<file path="src/rtl/nand_cr_pkg.sv">
package nand_cr_pkg;

    typedef enum logic [2:0] {
        S_IDLE,
        S_ADDR,
        S_TR,
        S_WAITF,
        S_XFER,
        S_READY
    } ctl_state_t;

    localparam logic [7:0] OP_READ  = 8'h00;
    localparam logic [7:0] OP_CONF  = 8'h30;
    localparam logic [7:0] OP_CNEXT = 8'h31;
    localparam logic [7:0] OP_CLAST = 8'h3F;

    localparam int SEED_MUL = 29;
    localparam int SEED_ADD = 7;

endpackage

</file>
<file path="src/rtl/nand_cr_cells.sv">
module nand_cr_cells #(
    parameter int NUM_PAGES = 64,
    parameter int PAGE_W    = $clog2(NUM_PAGES)
) (
    input  logic              clk,
    input  logic              rst_n,
    input  logic [PAGE_W-1:0] rd_page_i,
    output logic [7:0]        rd_seed_o
);
    import nand_cr_pkg::*;

    logic [7:0] mem [NUM_PAGES];

    // Array content is a per-page seed, filled at reset.
    always_ff @(posedge clk or negedge rst_n) begin
        if (!rst_n) begin
            for (int i = 0; i < NUM_PAGES; i++) begin
                mem[i] <= 8'((i * SEED_MUL + SEED_ADD) % 256);
            end
        end else begin
            for (int i = 0; i < NUM_PAGES; i++) begin
                mem[i] <= mem[i];
            end
        end
    end

    assign rd_seed_o = mem[rd_page_i];

endmodule

</file>
<file path="src/rtl/nand_cr_fetch.sv">
module nand_cr_fetch #(
    parameter int NUM_PAGES = 64,
    parameter int PAGE_W    = $clog2(NUM_PAGES),
    parameter int T_R       = 24
) (
    input  logic              clk,
    input  logic              rst_n,
    input  logic              start_i,
    input  logic [PAGE_W-1:0] start_page_i,
    input  logic              set_i,
    input  logic [PAGE_W-1:0] set_page_i,
    input  logic [7:0]        set_seed_i,
    input  logic [7:0]        arr_seed_i,
    output logic              busy_o,
    output logic              last_o,
    output logic [PAGE_W-1:0] tgt_o,
    output logic [PAGE_W-1:0] pb_page_o,
    output logic [7:0]        pb_seed_o
);
    localparam int CNT_W = $clog2(T_R + 1);

    logic [CNT_W-1:0] cnt_q;

    always_ff @(posedge clk or negedge rst_n) begin
        if (!rst_n) begin
            busy_o    <= 1'b0;
            cnt_q     <= '0;
            tgt_o     <= '0;
            pb_page_o <= '0;
            pb_seed_o <= '0;
        end else if (set_i) begin
            busy_o    <= 1'b0;
            cnt_q     <= '0;
            pb_page_o <= set_page_i;
            pb_seed_o <= set_seed_i;
        end else if (start_i) begin
            busy_o <= 1'b1;
            cnt_q  <= CNT_W'(T_R);
            tgt_o  <= start_page_i;
        end else if (busy_o) begin
            cnt_q <= cnt_q - 1'b1;
            if (cnt_q == CNT_W'(1)) begin
                busy_o    <= 1'b0;
                pb_page_o <= tgt_o;
                pb_seed_o <= arr_seed_i;
            end
        end
    end

    assign last_o = busy_o && (cnt_q == CNT_W'(1));

    // a running prefetch always has between 1 and T_R cycles left
    p_cnt_range_r7: assert property (@(posedge clk) disable iff (!rst_n)
        busy_o |-> (cnt_q >= CNT_W'(1) && cnt_q <= CNT_W'(T_R)));

    // the buffer takes the target page when the prefetch completes
    p_pb_loaded_r6: assert property (@(posedge clk) disable iff (!rst_n)
        (last_o && !set_i && !start_i) |=> (pb_page_o == $past(tgt_o) && !busy_o));

endmodule

</file>
<file path="src/rtl/nand_cr_outq.sv">
module nand_cr_outq #(
    parameter int         COL_W    = 12,
    parameter int         LAST_COL = 2111,
    parameter logic [7:0] FILL     = 8'hA5
) (
    input  logic             clk,
    input  logic             rst_n,
    input  logic             load_i,
    input  logic [7:0]       load_seed_i,
    input  logic [COL_W-1:0] load_col_i,
    input  logic             rd_i,
    output logic [7:0]       data_o
);
    logic [7:0]       seed_q;
    logic [COL_W-1:0] col_q;
    logic [7:0]       byte_val;

    always_comb begin
        if (col_q > COL_W'(LAST_COL)) begin
            byte_val = FILL;
        end else begin
            byte_val = seed_q ^ col_q[7:0] ^ {4'h0, col_q[11:8]};
        end
    end

    always_ff @(posedge clk or negedge rst_n) begin
        if (!rst_n) begin
            seed_q <= '0;
            col_q  <= '0;
            data_o <= '0;
        end else if (load_i) begin
            seed_q <= load_seed_i;
            col_q  <= load_col_i;
        end else if (rd_i) begin
            data_o <= byte_val;
            if (col_q != '1) begin
                col_q <= col_q + 1'b1;
            end
        end
    end

    // the output byte only moves on a read strobe
    p_hold_r11: assert property (@(posedge clk) disable iff (!rst_n)
        (!rd_i) |=> $stable(data_o));

    // reads beyond the last column give the fill pattern
    p_fill_r5: assert property (@(posedge clk) disable iff (!rst_n)
        (rd_i && !load_i && col_q > COL_W'(LAST_COL)) |=> (data_o == FILL));

endmodule

</file>
<file path="src/rtl/nand_cache_rd.sv">
module nand_cache_rd #(
    parameter int         NUM_PAGES = 64,
    parameter int         LAST_COL  = 2111,
    parameter int         T_R       = 24,
    parameter int         T_DC      = 5,
    parameter logic [7:0] FILL      = 8'hA5
) (
    input  logic       clk,
    input  logic       rst_n,
    input  logic       ce_n,
    input  logic       cle,
    input  logic       ale,
    input  logic       we_n,
    input  logic       re_n,
    input  logic [7:0] io_in,
    output logic [7:0] io_out,
    output logic       rb_n,
    output logic       err
);
    import nand_cr_pkg::*;

    localparam int PAGE_W = $clog2(NUM_PAGES);
    localparam int COL_W  = 12;
    localparam int T_MAX  = (T_R > T_DC) ? T_R : T_DC;
    localparam int CNT_W  = $clog2(T_MAX + 1);

    ctl_state_t        state, nxt;
    logic              we_d, re_d;
    logic [CNT_W-1:0]  cnt_q;
    logic [2:0]        aidx_q;
    logic [COL_W-1:0]  col_a;
    logic [PAGE_W-1:0] page_a;
    logic              cont_q, active_q, err_q;

    logic we_rise, re_fall, cmd_stb, adr_stb, cache_cmd;
    logic enter_addr, tr_done, x_done, take_cache, err_set;

    logic              f_busy, f_last;
    logic [PAGE_W-1:0] f_tgt, pb_page, rd_page;
    logic [7:0]        pb_seed, arr_seed;

    assign we_rise   = we_n && !we_d && !ce_n;
    assign re_fall   = !re_n && re_d;
    assign cmd_stb   = we_rise && cle && !ale;
    assign adr_stb   = we_rise && ale && !cle;
    assign cache_cmd = cmd_stb && (io_in == OP_CNEXT || io_in == OP_CLAST);

    // Next-state and control strobes
    always_comb begin
        nxt        = state;
        enter_addr = 1'b0;
        tr_done    = 1'b0;
        x_done     = 1'b0;
        take_cache = 1'b0;
        unique case (state)
            S_IDLE: begin
                if (cmd_stb && io_in == OP_READ) begin
                    nxt        = S_ADDR;
                    enter_addr = 1'b1;
                end
            end
            S_ADDR: begin
                if (cmd_stb && io_in == OP_READ) begin
                    enter_addr = 1'b1;
                end else if (cmd_stb && io_in == OP_CONF) begin
                    nxt = S_TR;
                end
            end
            S_TR: begin
                if (cnt_q == CNT_W'(1)) begin
                    nxt     = S_READY;
                    tr_done = 1'b1;
                end
            end
            S_READY: begin
                if (cmd_stb && io_in == OP_READ) begin
                    nxt        = S_ADDR;
                    enter_addr = 1'b1;
                end else if (cache_cmd && active_q) begin
                    take_cache = 1'b1;
                    nxt        = (f_busy && !f_last) ? S_WAITF : S_XFER;
                end
            end
            S_WAITF: begin
                if (f_last) begin
                    nxt = S_XFER;
                end
            end
            S_XFER: begin
                if (cnt_q == CNT_W'(1)) begin
                    nxt    = S_READY;
                    x_done = 1'b1;
                end
            end
            default: nxt = S_IDLE;
        endcase
        err_set = cache_cmd && !(state == S_READY && active_q);
    end

    // State register and control datapath
    always_ff @(posedge clk or negedge rst_n) begin
        if (!rst_n) begin
            state    <= S_IDLE;
            we_d     <= 1'b1;
            re_d     <= 1'b1;
            cnt_q    <= '0;
            aidx_q   <= '0;
            col_a    <= '0;
            page_a   <= '0;
            cont_q   <= 1'b0;
            active_q <= 1'b0;
            err_q    <= 1'b0;
        end else begin
            state <= nxt;
            we_d  <= we_n;
            re_d  <= re_n;

            if (state != S_TR && nxt == S_TR) begin
                cnt_q <= CNT_W'(T_R);
            end else if (state != S_XFER && nxt == S_XFER) begin
                cnt_q <= CNT_W'(T_DC);
            end else if (cnt_q != '0) begin
                cnt_q <= cnt_q - 1'b1;
            end

            if (enter_addr) begin
                aidx_q <= '0;
                col_a  <= '0;
                page_a <= '0;
            end else if (adr_stb && state == S_ADDR && aidx_q < 3'd4) begin
                aidx_q <= aidx_q + 1'b1;
                unique case (aidx_q)
                    3'd0:    col_a[7:0]  <= io_in;
                    3'd1:    col_a[11:8] <= io_in[3:0];
                    3'd2:    page_a      <= io_in[PAGE_W-1:0];
                    default: ;
                endcase
            end

            if (take_cache) begin
                cont_q <= (io_in == OP_CNEXT);
            end

            if (tr_done) begin
                active_q <= 1'b1;
            end else if (enter_addr || (x_done && !cont_q)) begin
                active_q <= 1'b0;
            end

            if (err_set) begin
                err_q <= 1'b1;
            end
        end
    end

    // Outputs
    always_comb begin
        rb_n = !(state == S_TR || state == S_WAITF || state == S_XFER);
        err  = err_q;
    end

    assign rd_page = (state == S_TR) ? page_a : f_tgt;

    nand_cr_cells #(.NUM_PAGES(NUM_PAGES), .PAGE_W(PAGE_W)) u_cells (
        .clk       (clk),
        .rst_n     (rst_n),
        .rd_page_i (rd_page),
        .rd_seed_o (arr_seed)
    );

    nand_cr_fetch #(.NUM_PAGES(NUM_PAGES), .PAGE_W(PAGE_W), .T_R(T_R)) u_fetch (
        .clk          (clk),
        .rst_n        (rst_n),
        .start_i      (x_done && cont_q),
        .start_page_i (PAGE_W'(pb_page + 1'b1)),
        .set_i        (tr_done),
        .set_page_i   (page_a),
        .set_seed_i   (arr_seed),
        .arr_seed_i   (arr_seed),
        .busy_o       (f_busy),
        .last_o       (f_last),
        .tgt_o        (f_tgt),
        .pb_page_o    (pb_page),
        .pb_seed_o    (pb_seed)
    );

    nand_cr_outq #(.COL_W(COL_W), .LAST_COL(LAST_COL), .FILL(FILL)) u_outq (
        .clk         (clk),
        .rst_n       (rst_n),
        .load_i      (tr_done || x_done),
        .load_seed_i (tr_done ? arr_seed : pb_seed),
        .load_col_i  (tr_done ? col_a : '0),
        .rd_i        (re_fall && state == S_READY),
        .data_o      (io_out)
    );

    // the misuse flag never clears without reset
    p_err_sticky_r10: assert property (@(posedge clk) disable iff (!rst_n)
        err |=> err);

    // the wait ends exactly when the prefetch lands
    p_wait_to_xfer_r7: assert property (@(posedge clk) disable iff (!rst_n)
        (state == S_WAITF && f_last) |=> (state == S_XFER));

    // no prefetch is ever in flight during a cache move
    p_no_fetch_in_xfer_r9: assert property (@(posedge clk) disable iff (!rst_n)
        (state == S_XFER) |-> !f_busy);

    // confirming a read drops ready on the next cycle
    p_busy_after_conf_r3: assert property (@(posedge clk) disable iff (!rst_n)
        (state == S_ADDR && cmd_stb && io_in == OP_CONF) |=> !rb_n);

endmodule

</file>
<file path="config.mk">
export PLATFORM = sky130hd
export DESIGN_NAME = nand_cache_rd
export DESIGN_NICKNAME = d
export VERILOG_FILES = /design/src/rtl/nand_cr_pkg.sv /design/src/rtl/nand_cr_cells.sv /design/src/rtl/nand_cr_fetch.sv /design/src/rtl/nand_cr_outq.sv /design/src/rtl/nand_cache_rd.sv
export SDC_FILE = /design/constraint.sdc
export NUM_CORES = 1
export LEC_CHECK = 0
export BUFFER_PORTS_ARGS = -buffer_cell sky130_fd_sc_hd__buf_4
export CORE_MARGIN = 5
export CORE_UTILIZATION = 62
export CTS_CLUSTER_SIZE = 25
export DETAILED_ROUTE_END_ITERATION = 16
export PLACE_DENSITY = 0.85
export SYNTH_ARGS = -nofsm -noshare
export SYNTH_HDL_FRONTEND = slang
export SYNTH_SLANG_ARGS = --single-unit
</file>
<file path="constraint.sdc">
create_clock -name clk -period 3.3 [get_ports clk]
set_clock_uncertainty 0.05 [all_clocks]
set_input_delay 0.66 -clock clk [delete_from_list [all_inputs] [get_ports clk]]
set_output_delay 0.66 -clock clk [all_outputs]
set_load 0.02 [all_outputs]
</file>
Word level (Yosys, flattened, before mapping):

Memories as Yosys holds them, arrays and structs flattened.
Cells that the tools add are included.

* register bits after elaboration: 88
* memory bits (read-only): 512
* input port bits: 15
* logic and storage cells: 166
* memories: 1

* add/subtract/negate cells: 5
* order comparisons: 3
* equality and inequality tests: 18
* mux-type cells: 55
* bitwise operators: 5
* reductions and logical operators: 60

Memories
* (name not given): depth 64, bits a word 8, read ports 1, clocked after Yosys merged registers in 0, wr ports 0, RTL line nand_cr_cells.sv:27 `assign rd_seed_o = mem[rd_page_i];`

Operators by type and width (count)
* $mux W12: 6
* $mux W8: 9
* $mux W6: 8
* $mux W3: 10
* $mux W5: 6
* $eq A8 B6 Y1 const B: 3
* $logic_and A1 B1 Y1: 22
* $reduce_bool A2 Y1: 9
* $pmux W3 S5: 1
* $mux W1: 14
* $add A12 B1 Y12 const B: 1
* $eq A3 B2 Y1 const B: 4
* $gt A12 B12 Y1 const B: 1
* $ne A12 B12 Y1 const B: 1
* $reduce_and A2 Y1: 6
* $eq A5 B1 Y1 const B: 2
* $sub A5 B1 Y5 const B: 2
* $eq A3 B3 Y1 const B: 3
* $logic_not A1 Y1: 9
* $logic_not A8 Y1: 1
* $xor A8 B4 Y8: 1
* $xor A8 B8 Y8: 1
* $ge A7 B7 Y1 const B: 1
* $not A6 Y7: 1
* other kinds (16): 24

Depth between registers and ports, before layout:

* depth after elaboration: 14
* gate-level depth with buffers: 13

By module:

From an unflattened synthesis, not the netlist that was laid out.

* cells, all modules: 587
* area, all modules: 5676.7 um^2

Modules (own cells, without submodules)
* nand_cache_rd: times used 1, cells an instance 223, area each 2158.3 um^2, seq. area each 853.3 um^2
* nand_cr_outq: times used 1, cells an instance 153, area each 1562.7 um^2, seq. area each 700.7 um^2
* nand_cr_fetch: times used 1, cells an instance 123, area each 1358.8 um^2, seq. area each 650.6 um^2
* nand_cr_cells: times used 1, cells an instance 88, area each 596.8 um^2, seq. area each 0.0 um^2

Worst setup path before layout:

No wires, ideal clock.

* kind: register to register
* start point: reg state[2]
* end point: reg u_outq.seed_q[5]
* library setup time: 0.071 ns
* arrival: 2.944 ns
* required time: 3.179 ns
* slack: 0.235 ns
* cell stages (with the launch flop): 12
* buffers on the path: 2
* cells stage by stage: dfrtp_1 buf_6 nor3b_4 buf_2 mux2i_1 inv_1 ha_1 o221ai_1 a221oi_2 a211oi_2 o31a_1 nor2_1

* longest elaborated chain between the ends: 7
* elaborated cells between the ends (all ways): 11
* those cells by class: eq/ne: 2; mux: 6; bitwise: 1; reduce/logical: 1; memory: 1

RTL lines
* from (decl): RTL line nand_cache_rd.sv:27 `ctl_state_t state, nxt;`
* from (signal assigned): RTL line nand_cache_rd.sv:114 `state <= nxt;`
* $eq A3 B2 Y1: RTL line nand_cache_rd.sv:55, nand_cache_rd.sv:162
* $mux W6: RTL line nand_cache_rd.sv:162 `assign rd_page = (state == S_TR) ? page_a : f_tgt;`
* $not A6 Y7 (implied by the code): RTL line nand_cr_cells.sv:27
* $mem_v2 Z64 W8
* $mux W8 (implied by the code) (2 in series): RTL line nand_cr_cells.sv:27
* $mux W8: RTL line nand_cache_rd.sv:191 `.load_seed_i (tr_done ? arr_seed : pb_seed),`
* to (signal assigned): RTL line nand_cr_outq.sv:32 `seed_q <= load_seed_i;`
* to (decl): RTL line nand_cr_outq.sv:14 `logic [7:0] seed_q;`

Parallel ways exist; a longest one is shown, timed or not. The select of a mux whose other input is x is not followed.
A chain may end at the register's enable or synchronous reset.

Final worst setup path:

* start point: reg state[0]
* end point: reg u_fetch.pb_seed_o[5]

* longest elaborated chain between the ends: 10
* elaborated cells between the ends (all ways): 18
* those cells by class: eq/ne: 3; mux: 9; bitwise: 1; reduce/logical: 4; memory: 1

RTL lines
* $eq A3 B2 Y1: RTL line nand_cache_rd.sv:55, nand_cache_rd.sv:162
* $mux W6: RTL line nand_cache_rd.sv:162
* $not A6 Y7 (implied by the code): RTL line nand_cr_cells.sv:27
* $mem_v2 Z64 W8
* $mux W8 (implied by the code) (2 in series): RTL line nand_cr_cells.sv:27
* $mux W8: RTL line nand_cr_fetch.sv:42 `if (cnt_q == CNT_W'(1)) begin`
* $mux W8: RTL line nand_cr_fetch.sv:40 `end else if (busy_o) begin`
* $mux W8: RTL line nand_cr_fetch.sv:36 `end else if (start_i) begin`
* $mux W8: RTL line nand_cr_fetch.sv:31 `end else if (set_i) begin`
* to (signal assigned): RTL line nand_cr_fetch.sv:35 `pb_seed_o <= set_seed_i;`
* to (signal assigned): RTL line nand_cr_fetch.sv:45 `pb_seed_o <= arr_seed_i;`
* to (decl): RTL line nand_cr_fetch.sv:18 `output logic [7:0] pb_seed_o`

Parallel ways exist; a longest one is shown, timed or not. The select of a mux whose other input is x is not followed.

==> summary.md <==
| Metric | Value |
|---|---|
| Critical Path Fanout Max | 15 |
| Fin crit period | 3.01 ns |
| Root Buffer | clkbuf_8 |
| Net Count, Synth | 578 |
| Die Area | 10200 um2 |
| All-layer global routing usage | 25.7% |
| Most used DFF post-synth | dfrtp_1 |
| Final Max Tran Viols | 0 |
| Clock buffer count from CTS | 9 |
| WP buf/inv | 2 |
| Met3 wire length | 876 um |
| DP Wirelength | 8720 um |
| Power per cell area | 406 nW/um2 |
| Sequential area share after synthesis | 43.0% |
| Placer Congestion | 0.933 |
| Die Ht | 101 um |
| I/O Buffers | 24 |
| CP Class | flop to flop |
| Worst setup startpoint | state[0]$_DFF_PN0_ |
| FP Rows | 33 |
| Fin nets | 596 |
| CTS resizes | 0 |
| Worst-margin pin slew | 1.01 ns |
| Total gr overflow | 0 |
| Worst EP required | 3.51 ns |
| FF-to-FF Start | state[0]$_DFF_PN0_ |
| Slew HR | 32.4% |
| Metal-1 WL | 5110 um |
| Pre-Repair DR Iteration Count | 5 |
| Layout cells sized above 1 | 12.5% |
| Arrival @ worst endpoint | 3.22 ns |
| Clock sink count | 88 |
| Syn avg cell area | 9.44 um2 |
| Vias in the first global route | 4246 |
| Routed met2 length | 6000 um |
| Mapped Cells | 543 |
| First-pass GRT wire length | 20800 um |
| Synth Register Bits | 88 |
| Ys async rst share | 100% |
| Initial antenna violation count | 0 |
| Reg clk slew, reported paths | 0.10 ns |
| Reg-to-reg endpoint | u_fetch.pb_seed_o[5]$_DFFE_PN0P_ |
| Worst path slowest cell | dfrtp_1 |
| Register-to-Register Setup Slack | 0.29 ns |
| Crit path capture type | flop |
| RSZ-0062 raised after global routing | no |
| Combinational Power Share | 9.4% |
| Hold Slack | 0.211 ns |
| Iter 0 DRT Violations | 288 |
| CTS tree | yes |
| Synth Cell Area | 5130 um2 |
| Max Fclk | 332 MHz |
| CP peak stage delay | 0.56 ns |
| Sequential power share | 50.2% |
| Core region area | 8130 um2 |
| Max_cap viols | 0 |
| Area Overhead vs Synth | 9.69% |
| Starting Density | 63.0% |
| Total negative slack | 0 ns |
| Pint | 1720 uW |
| Status | completed |
| Via/cell ratio | 6.30 |
| Switching Fraction | 24.8% |
| Final Cycle Share | 91.4% |
| Clock tree buffer depth | 2 |
| Post-Layout Cell Count | 671 |
| Clock share of power | 40.4% |
| Routed Antenna Nets | 0 |
| Hold WC Path Type | input pin to asynchronous set/reset pin |
| EDFF count, synth | 0 |
| ANT cells | 0 |
| Via count | 4225 |
| WL/cell | 18.3 um |
| Placed Cells | 654 |
| CP cell instances | nor3b_4 -> buf_4 -> mux2i_1 -> inv_1 -> ha_1 -> o221ai_1 -> a22o_1 -> a211oi_2 -> o21ai_1 -> o21a_1 |
| DRC violations left | 0 |
| Wirelength, routed | 12300 um |
| Clk_lat worst skew | 0.37 ns |
| Largest net degree at the start of global routing | 39 |
| Final setup viols | 0 |
| Leakage power | 0.00251 uW |
| Crit-path leading delay family | compound AO/OA/AOI/OAI gates |
| Peak VDD IR | 485 uV |
| Sw Pwr | 566 uW |
| Worst setup SP type | flop |
| Reg2reg path depth | 10 |
| Io pins | 25 |
| Final Hold Viols | 0 |
| Max layer used | met4 |
| Width of the die | 101 um |
| Yosys warns | 0 |
| H-tree depth | 3 |
| Synth cell types | 66 |
==> cells in the mapped netlist, types with 5 or more instances <==
cell type  number  area share [%]
mux2_2          6             1.3
xor2_1         10             1.7
dfrtp_1        86              42
nor2b_1         5            0.61
nor2_1         46             3.4
a22o_1         19             3.2
nand2_1        72             5.3
nand4_1         5            0.61
clkbuf_1       15             1.1
mux2i_1        16             3.1
o21ai_1         5            0.49
nor3_1          8            0.78
a21o_1          6            0.88
o31ai_1         6            0.88
and2_1          6            0.73
a211oi_1        6            0.88
buf_2           6            0.59
o21ai_0        36             3.5
nand3_1        14             1.4
inv_1          12            0.88
a21oi_1        36             3.5
xnor2_1        22             3.8
ha_1           20             4.9
==> worst max path at each step <==
stage,depth (start not counted),endpoint,slack [ns]
floorplan,11,u_outq.seed_q[5]$_DFFE_PN0N_,0.24
global placement,9,u_fetch.pb_seed_o[5]$_DFFE_PN0P_,0.47
detailed placement,9,u_fetch.pb_seed_o[5]$_DFFE_PN0P_,0.32
CTS,9,u_fetch.pb_seed_o[5]$_DFFE_PN0P_,0.29
global route,10,u_fetch.pb_seed_o[5]$_DFFE_PN0P_,0.06
finish,10,u_fetch.pb_seed_o[5]$_DFFE_PN0P_,0.29
==> sequential cells by signal (all words and copies together), names as in the netlist <==
| register | flops |
|---|---|
| cont_q | 1 |
| aidx_q | 3 |
| u_fetch.tgt_o | 6 |
| col_a | 12 |
| err | 1 |
| cnt_q | 5 |
| page_a | 6 |
| we_d | 1 |
| u_fetch.busy_o | 1 |
| u_fetch.cnt_q | 5 |
| u_outq.seed_q | 8 |
| u_outq.col_q | 12 |
| u_fetch.pb_page_o | 6 |
| state | 3 |
| re_d | 1 |
| u_outq.data_o | 8 |
| u_fetch.pb_seed_o | 8 |
| active_q | 1 |
==> metal layers <==
| metal | up-vias | global-route usage, % |
|---|---|---|
| met2 | 190 | 43.2 |
| li1 | 1971 | - |
| met3 | 34 | 4.78 |
| met4 | 0 | 8.90 |
| met5 | - | 0 |
| met1 | 2030 | 33.4 |
==> placed cells by master, fill, tap and decap left out, drive strengths merged, types with 19 or more instances in the layout <==
| master | count |
|---|---|
| dfrtp | 86 |
| ha | 20 |
| nand2 | 72 |
| a21oi | 36 |
| nor2 | 46 |
| mux2i | 19 |
| a22o | 19 |
| xnor2 | 22 |
| o21ai | 41 |
| buf | 34 |
==> cells by family (layout without fill, tap and decap cells) <==
family          after synthesis  in the layout  share of synthesized area [%]
xor+xnor                     32             32                           5.47
flops                        88             88                           43.0
simple gates                192            192                           18.5
mux                          27             27                           6.27
fa+ha+maj                    20             20                           4.88
compound gates              145            145                           18.4
buf+inv                      39             62                           3.51
==> metrics by stage <==
step / utilization [%] / setup slack [ns] / area [um2] / power (uW)
floorplan: - / 0.235 / 5130 / 1300
global placement: 66.0 / 0.470 / 5370 / 1370
detailed placement: 66.0 / 0.319 / 5370 / 1380
CTS: 69.0 / 0.286 / 5620 / 2290
global route: 69.1 / 0.0586 / 5620 / 2370
finish: 69.1 / 0.285 / 5620 / 2280
==> area by class of cell <==
type,instances,area [um2]
Sequential cell,88,2200
Clock buffer,10,128
Tap cell,105,131
Multi-Input combinational cell,416,2740
Timing Repair Buffer,34,255
Inverter,12,45.0
Fill cell,613,2510
Clock inverter,6,118
==> what timing repair did <==
action	CTS	global route
hold buffers	0	0
endpoints found under the setup margin	0	1
buffers inserted	0	1
==> power by group through the flow <==
stage               logic (uW)  clock network (uW)  registers, uW
global placement           205                   0           1160
finish                     215                 923           1150
floorplan                  144                   0           1160
detailed placement         215                   0           1170
CTS                        216                 930           1150
global route               249                 974           1150
Note: power is estimated with default switching activity, not from simulation.
